===== src/rtl/ctlwin_pkg.sv =====
package ctlwin_pkg;
   typedef enum logic {PH_VIDEO, PH_CTRL} phase_t;
   typedef enum logic [1:0] {RX_IDLE, RX_START, RX_BITS} rx_st_t;
   localparam logic [7:0] END_BYTE = 8'hFF;
endpackage


===== src/rtl/ctlwin_uart_rx.sv =====
module ctlwin_uart_rx
   import ctlwin_pkg::*;
#(
   parameter int BIT_CLKS    = 8,
   parameter int SYNC_STAGES = 2
) (
   input  logic       clk,
   input  logic       rst_n,
   input  logic       rx,
   output logic       done,
   output logic [7:0] data,
   output logic       perr,
   output logic       ferr
);
   localparam int CW   = $clog2(BIT_CLKS);
   localparam int HALF = BIT_CLKS / 2;

   if (BIT_CLKS < 4) begin : g_bad_bit
      $error("BIT_CLKS must be at least 4");
   end
   if (SYNC_STAGES < 1 || SYNC_STAGES > 2) begin : g_bad_sync
      $error("SYNC_STAGES must be 1 or 2");
   end

   logic rxs;
   if (SYNC_STAGES == 1) begin : g_sync1
      always_ff @(posedge clk or negedge rst_n)
         if (!rst_n) rxs <= 1'b1;
         else        rxs <= rx;
   end else begin : g_sync2
      logic meta_q;
      always_ff @(posedge clk or negedge rst_n)
         if (!rst_n) begin
            meta_q <= 1'b1;
            rxs    <= 1'b1;
         end else begin
            meta_q <= rx;
            rxs    <= meta_q;
         end
   end

   rx_st_t       st;
   logic [CW-1:0] tcnt;
   logic [3:0]    bidx;
   logic [9:0]    sh, sh_nx;

   always_comb sh_nx = {rxs, sh[9:1]};

   always_ff @(posedge clk or negedge rst_n) begin
      if (!rst_n) begin
         st   <= RX_IDLE;
         tcnt <= '0;
         bidx <= '0;
         sh   <= '0;
         done <= 1'b0;
         data <= '0;
         perr <= 1'b0;
         ferr <= 1'b0;
      end else begin
         done <= 1'b0;
         case (st)
            RX_IDLE: begin
               tcnt <= '0;
               if (!rxs) st <= RX_START;
            end
            RX_START: begin
               if (tcnt == CW'(HALF - 1)) begin
                  tcnt <= '0;
                  bidx <= '0;
                  st   <= rxs ? RX_IDLE : RX_BITS;
               end else begin
                  tcnt <= tcnt + 1'b1;
               end
            end
            RX_BITS: begin
               if (tcnt == CW'(BIT_CLKS - 1)) begin
                  tcnt <= '0;
                  sh   <= sh_nx;
                  if (bidx == 4'd9) begin
                     done <= 1'b1;
                     data <= sh_nx[7:0];
                     perr <= ^sh_nx[8:0];
                     ferr <= ~sh_nx[9];
                     st   <= RX_IDLE;
                  end else begin
                     bidx <= bidx + 1'b1;
                  end
               end else begin
                  tcnt <= tcnt + 1'b1;
               end
            end
            default: st <= RX_IDLE;
         endcase
      end
   end

   // a frame takes many cycles, so completion is never back to back
   assert_done_pulse_R5: assert property (@(posedge clk) disable iff (!rst_n)
      done |=> !done);
endmodule


===== src/rtl/ctlwin_timeout.sv =====
module ctlwin_timeout #(
   parameter int DIV_W = 4,
   parameter int CNT_W = 4
) (
   input  logic             clk,
   input  logic             rst_n,
   input  logic             run,
   input  logic             kick,
   input  logic [DIV_W-1:0] div_sel,
   input  logic [CNT_W-1:0] sto_val,
   input  logic [CNT_W-1:0] eto_val,
   output logic             expire
);
   localparam int LIM_W = CNT_W + 1;

   if (DIV_W < 1 || CNT_W < 1) begin : g_bad_w
      $error("timeout widths must be positive");
   end

   logic [DIV_W-1:0] pre;
   logic [LIM_W-1:0] cnt, limit;
   logic             armed, tick;

   always_comb begin
      tick   = run && (pre == div_sel);
      limit  = armed ? LIM_W'(eto_val) : LIM_W'(sto_val) + LIM_W'(1);
      expire = tick && !kick && ((cnt + LIM_W'(1)) >= limit);
   end

   always_ff @(posedge clk or negedge rst_n) begin
      if (!rst_n) begin
         pre   <= '0;
         cnt   <= '0;
         armed <= 1'b0;
      end else begin
         if (!run || kick) begin
            pre <= '0;
            cnt <= '0;
         end else if (tick) begin
            pre <= '0;
            cnt <= cnt + 1'b1;
         end else begin
            pre <= pre + 1'b1;
         end
         if (!run)      armed <= 1'b0;
         else if (kick) armed <= 1'b1;
      end
   end

   assert_cnt_bound_R7: assert property (@(posedge clk) disable iff (!rst_n)
      run |-> (cnt < limit || cnt == '0));
   assert_kick_restart_R8: assert property (@(posedge clk) disable iff (!rst_n)
      kick |=> (cnt == '0 && pre == '0));
endmodule


===== src/rtl/ctlwin_ctrl.sv =====
module ctlwin_ctrl
   import ctlwin_pkg::*;
#(
   parameter int DATA_W      = 18,
   parameter int BIT_CLKS    = 8,
   parameter int DIV_W       = 4,
   parameter int CNT_W       = 4,
   parameter int SYNC_STAGES = 2
) (
   input  logic              clk,
   input  logic              rst_n,
   input  logic              vsync_rise,
   input  logic [DIV_W-1:0]  div_sel,
   input  logic [CNT_W-1:0]  sto_val,
   input  logic [CNT_W-1:0]  eto_val,
   input  logic              vsync_in,
   input  logic              hsync_in,
   input  logic [DATA_W-1:0] vid_in,
   input  logic              uart_rx,
   input  logic              err_rd,
   output logic              vsync_out,
   output logic              hsync_out,
   output logic [DATA_W-1:0] vid_out,
   output logic              ctl_en,
   output logic [7:0]        rx_data,
   output logic              rx_valid,
   output logic [1:0]        err_flags,
   output logic              err_n
);
   if (DATA_W < 1) begin : g_bad_data
      $error("DATA_W must be positive");
   end

   phase_t     ph;
   logic       vs_d, vs_edge, fr_done, fr_perr, fr_ferr, fr_good, expire;
   logic [7:0] fr_data;
   logic [1:0] err_nx;

   ctlwin_uart_rx #(.BIT_CLKS(BIT_CLKS), .SYNC_STAGES(SYNC_STAGES)) u_rx (
      .clk(clk), .rst_n(rst_n), .rx(uart_rx),
      .done(fr_done), .data(fr_data), .perr(fr_perr), .ferr(fr_ferr));

   ctlwin_timeout #(.DIV_W(DIV_W), .CNT_W(CNT_W)) u_tmo (
      .clk(clk), .rst_n(rst_n), .run(ph == PH_CTRL), .kick(fr_done),
      .div_sel(div_sel), .sto_val(sto_val), .eto_val(eto_val), .expire(expire));

   always_comb begin
      vs_edge = vsync_rise ? (vsync_in && !vs_d) : (!vsync_in && vs_d);
      fr_good = fr_done && !fr_perr && !fr_ferr;
      err_nx  = err_rd ? 2'b00 : err_flags;
      if (ph == PH_CTRL && fr_done) err_nx = err_nx | {fr_ferr, fr_perr};
      ctl_en  = (ph == PH_CTRL);
      err_n   = ~|err_flags;
   end

   always_ff @(posedge clk or negedge rst_n) begin
      if (!rst_n) begin
         ph        <= PH_VIDEO;
         vs_d      <= 1'b1;
         vsync_out <= 1'b1;
         hsync_out <= 1'b0;
         vid_out   <= '0;
         rx_data   <= '0;
         rx_valid  <= 1'b0;
         err_flags <= '0;
      end else begin
         vs_d      <= vsync_in;
         vsync_out <= vsync_in;
         err_flags <= err_nx;
         rx_valid  <= 1'b0;
         if (ph == PH_VIDEO) begin
            hsync_out <= hsync_in;
            vid_out   <= vid_in;
            if (vs_edge) ph <= PH_CTRL;
         end else begin
            if (fr_good) begin
               rx_valid <= 1'b1;
               rx_data  <= fr_data;
            end
            if ((fr_good && fr_data == END_BYTE) || expire) ph <= PH_VIDEO;
         end
      end
   end

   assert_hold_R4: assert property (@(posedge clk) disable iff (!rst_n)
      (ctl_en && $past(ctl_en)) |-> ($stable(vid_out) && $stable(hsync_out)));
   assert_no_rx_closed_R12: assert property (@(posedge clk) disable iff (!rst_n)
      rx_valid |-> $past(ctl_en));
   assert_perr_in_ctrl_R9: assert property (@(posedge clk) disable iff (!rst_n)
      $rose(err_flags[0]) |-> $past(ctl_en));
   assert_read_clear_R11: assert property (@(posedge clk) disable iff (!rst_n)
      ($past(err_rd) && !$past(fr_done)) |-> (err_flags == 2'b00 && err_n));
endmodule


===== config.mk =====
export PLATFORM = sky130hd
export DESIGN_NAME = ctlwin_ctrl
export DESIGN_NICKNAME = d
export VERILOG_FILES = /design/src/rtl/ctlwin_pkg.sv /design/src/rtl/ctlwin_uart_rx.sv /design/src/rtl/ctlwin_timeout.sv /design/src/rtl/ctlwin_ctrl.sv
export SDC_FILE = /design/constraint.sdc
export NUM_CORES = 1
export LEC_CHECK = 0
export ABC_CLOCK_PERIOD_IN_PS = 5350
export BUFFER_PORTS_ARGS = -buffer_cell sky130_fd_sc_hd__buf_2
export CAP_MARGIN = 10
export CELL_PAD_IN_SITES_DETAIL_PLACEMENT = 0
export CELL_PAD_IN_SITES_GLOBAL_PLACEMENT = 1
export CORE_MARGIN = 4
export CORE_UTILIZATION = 47
export CTS_BUF_LIST = sky130_fd_sc_hd__clkbuf_16
export CTS_CLUSTER_SIZE = 40
export DETAILED_ROUTE_END_ITERATION = 7
export PLACE_DENSITY = 0.89
export SETUP_SLACK_MARGIN = 0.4
export SYNTH_ARGS = -nofsm -noshare
export SYNTH_HDL_FRONTEND = slang
export SYNTH_HIERARCHICAL = 1
export SYNTH_SLANG_ARGS = --single-unit

===== constraint.sdc =====
create_clock -name clk -period 5.35 [get_ports clk]
set_input_delay 1.3375 -clock clk [delete_from_list [all_inputs] [get_ports clk]]
set_output_delay 1.3375 -clock clk [all_outputs]
set_load 0.01 [all_outputs]

Yosys cells after proc, flatten, opt, wreduce, memory -nomap -nowiden
Index checks and enable logic that the tools add are counted.
{"block": "totals", "ff_bits": 74, "input_bits": 37, "elab_cells": 101, "out_inout_bits": 33}
{"block": "classes", "n_reduce_logical": 29, "n_eq_ne": 13, "n_mux": 31, "magnitude_cmp": 1, "bitwise_logic": 2, "add_sub_neg": 5}
{"cell": "4-bit two-way mux", "count": 5}
{"cell": "5-bit two-way mux", "count": 3}
{"cell": "2-bit two-way mux", "count": 7}
{"cell": "1-bit two-way mux", "count": 11}
{"cell": "1-bit logical AND", "count": 9}
{"cell": "3-bit one-hot mux with 3 select lines", "count": 1}
{"cell": "9-bit parity", "count": 1}
{"cell": "4-bit by 1-bit adder with 4-bit output (second input constant)", "count": 2}
{"cell": "8-bit == test (second input constant)", "count": 1}
{"cell": "2-bit by 1-bit != test with 1-bit output (second input constant)", "count": 4}
{"cell": "4-bit one-hot mux with 2 select lines", "count": 1}
{"cell": "4-bit AND reduction", "count": 2}
{"cell": "1-bit zero test", "count": 7}
{"cell": "3-bit two-way mux", "count": 2}
{"cell": "2-bit one-hot mux with 3 select lines", "count": 1}
{"cell": "4-bit by 1-bit adder with 5-bit output (second input constant)", "count": 1}
{"cell": "5-bit by 1-bit adder with 5-bit output (second input constant)", "count": 1}
{"cell": "5-bit greater-or-equal comparator", "count": 1}
{"cell": "4-bit == test", "count": 1}
{"cell": "4-bit == test (second input constant)", "count": 1}
{"cell": "2-bit != test (second input constant)", "count": 2}
{"cell": "2-bit AND reduction", "count": 2}
{"cell": "2-bit nonzero test", "count": 2}
{"cell": "3-bit by 1-bit adder with 3-bit output (second input constant)", "count": 1}
{"cell": "other kinds (11)", "count": 12}

Depth between registers and ports, before layout
Gate-level depths: netlist of the first run.
{"block": "depth", "depth_word": 7, "depth_mapped": 11, "mapped_depth_nobuf": 11}

Cells and area by module
The synthesis of the first run kept the hierarchy.
{"mod": "ctlwin_uart_rx", "seq_area_each_um2": 778.2, "cells_per_inst": 117, "instances": 1, "area_per_inst_um2": 1508.9}
{"mod": "ctlwin_ctrl", "seq_area_each_um2": 802.0, "cells_per_inst": 80, "instances": 1, "area_per_inst_um2": 1239.9}
{"mod": "ctlwin_timeout", "seq_area_each_um2": 250.2, "cells_per_inst": 75, "instances": 1, "area_per_inst_um2": 729.4}

Worst setup path after synthesis of the first run
OpenSTA, ideal clock, no wires.
{"block": "synth_timing", "path_type": "input port to flip-flop", "from": "input sto_val[0]", "to": "register ph, in the netlist ctl_en", "arrival_ns": 2.944, "setup_slack_ns": 2.323, "setup_ns": 0.083, "stages": 11, "required_time_ns": 5.267, "n_path_buf": 0, "cell_sequence": "ha_1 > xnor2_1 > nor2_1 > a21oi_1 > ha_1 > a21o_1 > a21o_1 > a211oi_1 > nor4_1 > nand2b_1 > o21ai_0"}
{"block": "synth_between", "elab_chain_len": 7}
{"element": "from (decl)", "line_no": "ctlwin_ctrl.sv:14", "rtl": "input logic [CNT_W-1:0] sto_val,"}
{"element": "4-bit by 1-bit adder with 5-bit output", "line_no": "ctlwin_timeout.sv:26", "rtl": "limit = armed ? LIM_W'(eto_val) : LIM_W'(sto_val) + LIM_W'(1);"}
{"element": "5-bit two-way mux", "line_no": "ctlwin_timeout.sv:26"}
{"element": "5-bit greater-or-equal comparator", "line_no": "ctlwin_timeout.sv:27", "rtl": "expire = tick && !kick && ((cnt + LIM_W'(1)) >= limit);"}
{"element": "1-bit logical AND", "line_no": "ctlwin_timeout.sv:27"}
{"element": "net expire", "line_no": "ctlwin_ctrl.sv:35", "rtl": "logic vs_d, vs_edge, fr_done, fr_perr, fr_ferr, fr_good, expire;"}
{"element": "1-bit logical OR", "line_no": "ctlwin_ctrl.sv:80", "rtl": "if ((fr_good && fr_data == END_BYTE) || expire) ph <= PH_VIDEO;"}
{"element": "1-bit two-way mux", "line_no": "ctlwin_ctrl.sv:80"}
{"element": "1-bit two-way mux", "line_no": "ctlwin_ctrl.sv:71", "rtl": "if (ph == PH_VIDEO) begin"}
{"element": "to (signal assigned)", "line_no": "ctlwin_ctrl.sv:58", "rtl": "ph <= PH_VIDEO;"}
{"element": "to (signal assigned)", "line_no": "ctlwin_ctrl.sv:74", "rtl": "if (vs_edge) ph <= PH_CTRL;"}
{"element": "to (signal assigned)", "line_no": "ctlwin_ctrl.sv:80"}
{"element": "to (decl)", "line_no": "ctlwin_ctrl.sv:34", "rtl": "phase_t ph;"}
The timed path passes the listed nets, and every way through them passes these cells.
A chain may end at the register's enable or synchronous reset.

Worst setup path in the final report of the first run
Same ends and word-level chain as after synthesis.

==> out/qor.yml, run 1 <==
run:
  maxCapViolCount: 0
hold_path:
  whs_endpoint: "u_rx/rxs"
  worstHoldPathType: "reg -> reg"
  worstHoldStart: "u_rx/g_sync2.meta_q"
  whs_path_depth: 0
critical_path:
  worstPathCellList: "buf_2 > ha_1 > xnor2_1 > nor2_1 > a21oi_1 > ha_1 > a21o_1 > a21o_1 > a211oi_1 > nor4_1 > nand2b_1 > o21ai_0"
  cp.arrival_ns: 3.23
  rr_endpoint: "u_rx/data[3]"
  critPathLaunchType: "primary input"
  critPathTopFamily: "compound AO/OA/AOI/OAI gates"
  crit_buf_inv: 1
  worst_setup_path_end_kind: "flop"
  crit_fanout: 3
  crit_type: "in -> reg"
  r2r-start: "u_rx/st[0]"
  crit_slowest_cell: "ha_1"
  max_stage_delay_ns: 0.27
  reg2regPathDepth: 5
  crit_path_start: "sto_val[0]"
  required_ns: 5.60
  rrSetupSlack_ns: 2.94
clock_network:
  cts_setup_buffers: 0
  cts_hold_buf: 0
  htree_levels: 3
  clk_latency_ns: 0.32
  clockBufferDepth: 2
  clock-sinks: 73
  cts_buffers: 9
  postCtsResizedCells: 0
  path_clk_slew_ns: 0.06
  cts_tree: "done"
  root_buffer: "clkbuf_16"
sta:
  rsz0062_at_grt: "no"
  tns_ns: 0
  worst_pin_slew_ns: 0.9993
  fin_crit_ns: 2.987
  max_freq_mhz: 334.7
  finClkSkew_ns: 0.006734
  finalCritPeriodShare: 0.5584
  fin_hold_ws_ns: 0.3562
  setup_viol: 0
  report.final.hold_viol_count: 0
  final_max_slew_viol_count: 0
  relSlewSlack: 0.3338
synth:
  yosysWarnings: 6
  async_flop_share: 1.000
  netlist_instances: 272
  synth_enable_flop_cells: 0
  syn_avg_cell_area_um2: 12.79
  syn_nets: 327
  synth-main-ff-cell: "dfrtp_1"
  synth.distinct_cells: 52
  ys_ff_latch: 73
  synth-seq-area-share: 0.5263
  syn_area_um2: 3478
placement:
  gp_congestion: 0.7889
  hpwl_mm: 4.722
  io_buffers: 69
global_routing:
  grt_pass1_wl_mm: 11.21
  use_met1: 0.1999
  top_usage_layer: "met2"
  antenna_found_initial: 0
  met3_usage: 0.03606
  grt_overflow: 0
  grt_pass1_vias: 2472
  grt_max_degree: 47
  grtUsageTotal: 0.1611
  met2_usage: 0.2732
routing:
  routed_wirelength_mm: 6.494
  wl_per_cell_um: 14.37
  ant_nets: 0
  vias: 2324
  first_pass_iters: 4
  drc: 0
  viasPerCell: 5.142
  first_iter_violations: 91
layout:
  diodes: 0
  area_growth_pct: 21.76
  drive_above_1_share: 0.4079
  final_nets: 403
  layout_common_cells: "dfrtp_1 (70), buf_2 (69), mux2_2 (43)"
  layout_commonest_cell: "dfrtp_1"
floorplanning:
  core_um2: 7214
  ios: 70
  rows: 31
  die_h_um: 94.03
  die_w_um: 94.03
  dieArea_um2: 8841
  start_util: 0.4821
power:
  p_int_mw: 1.304
  peakVddDrop_mv: 0.1639
  p_per_area_nw_per_um2: 448.6
  p_comb_frac: 0.280
  pwr-share-clk: 0.324
  seqPwrFrac: 0.396
  p_sw_frac: 0.3135
  p_sw_mw: 0.5957
  leakage_nw: 2.069
status:
  status: "finished clean"
==> power by group through the flow <==
stage,clock [mW],sequential [mW],combinational (mW)
after floorplan,0,0.790,0.331
after global placement,0,0.756,0.521
after detailed placement,0,0.762,0.537
after CTS,0.632,0.753,0.540
after global routing,0.658,0.771,0.595
final,0.616,0.752,0.532
==> synthesized netlist by cell type (all sizes together), types with 2 or more instances <==
cell / n / share of area
mux2i: 5 / 0.014
dfstp: 3 / 0.023
nand2b: 7 / 0.013
nor2b: 4 / 0.0072
nor3b: 2 / 0.0058
buf: 5 / 0.0097
nand4: 3 / 0.0054
o211ai: 3 / 0.0065
inv: 11 / 0.012
xnor2: 10 / 0.025
nand3: 12 / 0.019
nor3: 5 / 0.010
a31oi: 2 / 0.0036
ha: 18 / 0.065
xor2: 4 / 0.010
nand2: 14 / 0.017
o21ai: 10 / 0.015
mux2: 46 / 0.15
dfrtp: 70 / 0.50
a21oi: 4 / 0.0058
nor2: 9 / 0.013
or4: 2 / 0.0043
nand4b: 2 / 0.0050
o31ai: 3 / 0.0065
a21o: 2 / 0.0043
==> worst max path at each step <==
stage,to,slack (ns),cells past startpoint
after floorplan,ctl_en,2.32,11
after global routing,ctl_en,2.25,12
after CTS,ctl_en,2.38,12
after global placement,ctl_en,2.09,12
after detailed placement,ctl_en,2.04,12
final,ctl_en,2.36,12
==> cells by family after synthesis <==
logic type | Yosys count | share of synthesized area
buffers and inverters | 17 | 0.02266
flip-flops | 73 | 0.5263
multiplexers | 51 | 0.1655
AO/OA/AOI/OAI | 33 | 0.06655
XOR/XNOR | 15 | 0.04172
adder cells (fa/ha/maj) | 18 | 0.06475
AND/OR/NAND/NOR | 65 | 0.1126
==> sequential cells by signal, indices dropped and copies added, names as in the netlist, 3 cells and up <==
signal / flops
u_rx/data: 8
u_rx/sh: 9
u_tmo/pre: 4
vid_out: 18
u_rx/bidx: 4
rx_data: 8
u_tmo/cnt: 5
u_rx/tcnt: 3
==> metrics by stage <==
step	total power, mW	setup slack (ns)	instance area (um^2)	util	cells
CTS	1.926	2.379	4235	0.5871	452
detailed placement	1.299	2.041	3925	0.5441	436
global placement	1.276	2.092	3925	0.5441	436
global route	2.023	2.252	4235	0.5871	452
finish	1.900	2.363	4235	0.5871	452
floorplan	1.121	2.323	3478	-	272
==> worst register-to-register path, stage by stage, from the launching register on <==
cell and delay, ns:
dfrtp_1 0.41, inv_1 0.12, ha_1 0.41, nand3_1 0.52
nor2_4 0.45, mux2_2 0.39
==> area by class of cell <==
cell class,instances,area [um^2]
flip-flops and latches,73,1831
fillers,629,2979
well taps,99,123.9
clock inverters,7,85.08
repair buffers,71,360.3
clock buffers,9,225.2
inverters,11,41.29
multi-input cells,182,1569
==> layer usage <==
layer  routed length, um  vias up
met5                   0        -
met3                 264        6
li1                    -     1130
met2                3242       43
met4                  66        0
met1                2921     1145
Power figures use the tool's default switching activity.
==> inputs of run 2 (changes only) <==
- ABC_CLOCK_PERIOD_IN_PS: 5350 -> 3000
- CORE_UTILIZATION: 47 -> 44
- PLACE_DENSITY: 0.89 -> 0.85
- clock period: 5.35 -> 3 ns (I/O delays scaled with it)
==> run 2 against run 1 <==
Compared with the run above: power rose by 75%; die area rose by 6.2%; critical endpoint unchanged; global-route usage fell by 1.6 points; sequential power rose by 80%; sequential share of layout area fell by 0.10 points; non-clock buffer count rose by 1; clock power rose by 69%; flip-flop and latch count did not move; via count fell by 0.47%; count of clock-buffer cells in the layout did not move; register-to-register slack got worse by 2.2 ns; highest routed layer unchanged; cell count rose by 0.88%.
==> out/qor.yml, run 2 (synthesized netlist as in run 1, its figures left out) <==
routing:
  vias: 2313  # -0.47%
  first_iter_violations: 73  # -20%
  viasPerCell: 5.072  # -1.3%
  ant_nets: 0  # unchanged
  first_pass_iters: 4  # unchanged
  wl_per_cell_um: 14.20  # -1.2%
  drc: 0  # unchanged
  routed_wirelength_mm: 6.474  # -0.31%
critical_path:
  worstPathCellList: "buf_2 > ha_1 > xnor2_1 > nor2_1 > a21oi_1 > ha_1 > a21o_1 > a21o_1 > a211oi_1 > nor4_1 > nand2b_1 > o21ai_0"
  max_stage_delay_ns: 0.25  # -0.02 ns
  crit_fanout: 3  # unchanged
  rr_endpoint: "ctl_en"
  crit_type: "in -> reg"
  worst_setup_path_end_kind: "flop"
  required_ns: 3.24  # -2.36 ns
  cp.arrival_ns: 2.58  # -0.65 ns
  r2r-start: "u_tmo/cnt[0]"
  critPathLaunchType: "primary input"
  reg2regPathDepth: 9  # +4
  crit_slowest_cell: "ha_1"
  rrSetupSlack_ns: 0.78  # -2.16 ns
layout:
  top_register: "vid_out"
  area_growth_pct: 22.05
  reg_top3: "vid_out x18, u_rx/sh x9"
  final_nets: 404  # +0.25%
  diodes: 0  # unchanged
  drive_above_1_share: 0.4068  # -0.001152
  largest_reg_flops: 18  # unchanged
  layout_commonest_cell: "dfrtp_1"
  design_area_um2: 4245  # +0.24%
  layout_common_cells: "dfrtp_1 (70), buf_2 (69), mux2_2 (43)"
global_routing:
  antenna_found_initial: 0  # unchanged
  grt_pass1_wl_mm: 11.09  # -1.1%
  grt_pass1_vias: 2403  # -2.8%
  grtUsageTotal: 0.1450  # -0.01603
  grt_max_degree: 50  # +6.4%
  grt_overflow: 0  # unchanged
clock_network:
  cts_tree: "done"
  htree_levels: 3  # unchanged
  clock-sinks: 73  # unchanged
  cts_hold_buf: 0  # unchanged
  root_buffer: "clkbuf_16"
  cts_setup_buffers: 0  # unchanged
  clockBufferDepth: 2  # unchanged
  clk_latency_ns: 0.33  # about the same
  path_clk_slew_ns: 0.06  # about the same
  cts_buffers: 9  # unchanged
  postCtsResizedCells: 0  # unchanged
status:
  status: "finished clean"
power:
  peakVddDrop_mv: 0.3197  # +95%
  finalPower_mw: 3.321  # +75%
  leakage_nw: 2.075  # +0.26%
  p_per_area_nw_per_um2: 782.4  # +74%
sta:
  final_max_slew_viol_count: 0  # unchanged
  worst_pin_slew_ns: 0.5917  # -0.4076 ns
  max_freq_mhz: 428.8
  fin_crit_ns: 2.332
  tns_ns: 0  # unchanged
  report.final.hold_viol_count: 0  # unchanged
  setup_viol: 0  # unchanged
  rsz0062_at_grt: "no"
  finalCritPeriodShare: 0.7774
  fin_ws_ns: 0.6679  # -1.695 ns
  relSlewSlack: 0.6055  # +0.2717
  finClkSkew_ns: 0.005730  # -0.001004 ns
hold_path:
  whs_endpoint: "u_rx/rxs"
  whs_path_depth: 0  # unchanged
  worstHoldPathType: "reg -> reg"
  worstHoldStart: "u_rx/g_sync2.meta_q"
floorplanning:
  die_w_um: 96.91  # +3.1%
  ios: 70  # unchanged
  dieArea_um2: 9392  # +6.2%
  die_h_um: 96.91  # +3.1%
  start_util: 0.4525  # -0.02966
  rows: 32  # +3.2%
  core_um2: 7687  # +6.6%
placement:
  gp_congestion: 0.7610  # -3.5%
  placed_cell_area_um2: 3949  # +0.61%
  io_buffers: 69  # unchanged
  dp_slack_ns: 0.3227  # -1.719 ns
  hpwl_mm: 4.738  # +0.35%
run:
  maxCapViolCount: 0  # unchanged
[run 2: cell types whose count changed in the layout (fill, tap and decap cells not counted)]
cell,delta
clkinv_2,+1
inv_6,-1
inv_8,-2
inv_1,+1
clkinv_4,+1
buf_12,+1
[run 2: power by group]
group / internal (mW) / total [mW] / switching (mW)
clock: 0.642 / 1.04 / 0.396
combinational: 0.463 / 0.937 / 0.474
sequential: 1.20 / 1.35 / 0.144
total: 2.31 / 3.32 / 1.01
[run 2: how the worst max path moves through the flow]
| stage | to | startpoint | cells past startpoint |
|---|---|---|---|
| 2_1_floorplan | ctl_en | sto_val[0] | 11 |
| 3_3_place_gp | ctl_en | sto_val[0] | 12 |
| 3_5_place_dp | ctl_en | sto_val[0] | 12 |
| 4_1_cts | ctl_en | sto_val[0] | 12 |
| 5_1_grt | ctl_en | sto_val[0] | 12 |
| 6_report | ctl_en | sto_val[0] | 12 |
[run 2: area by class of cell]
class	instances	area (um^2)
Sequential cell	73	1831
Clock inverter	7	71.32
Tap cell	102	127.6
Inverter	11	41.29
Clock buffer	9	225.2
Timing Repair Buffer	72	380.4
Multi-Input combinational cell	182	1569
Fill cell	689	3442
[run 2: through the flow]
stage | hold WS [ns] | instances | utilization
after global placement | 0.3458 | 440 | 0.5137
after floorplan | 0.3452 | 272 | -
after CTS | 0.3564 | 456 | 0.5522
after detailed placement | 0.3478 | 440 | 0.5137
after global routing | 0.3568 | 456 | 0.5522
final | 0.3530 | 456 | 0.5522
[run 2: per-layer routing]
metal	wire length [um]	share of wire	vias up	track usage
met4	78	0.012	0	0.06048
met3	285	0.044	8	0.04110
met1	2769	0.43	1136	0.1713
met2	3341	0.52	41	0.2473
met5	0	0	-	0
li1	-	-	1128	-
[run 2: critical path: cells and delay by family]
kind                     cells  cell delay, ns
XOR/XNOR                     1            0.13
AO/OA/AOI/OAI                5            0.85
AND/OR/NAND/NOR              3            0.26
adder cells (fa/ha/maj)      2            0.46
buffers and inverters        1            0.11
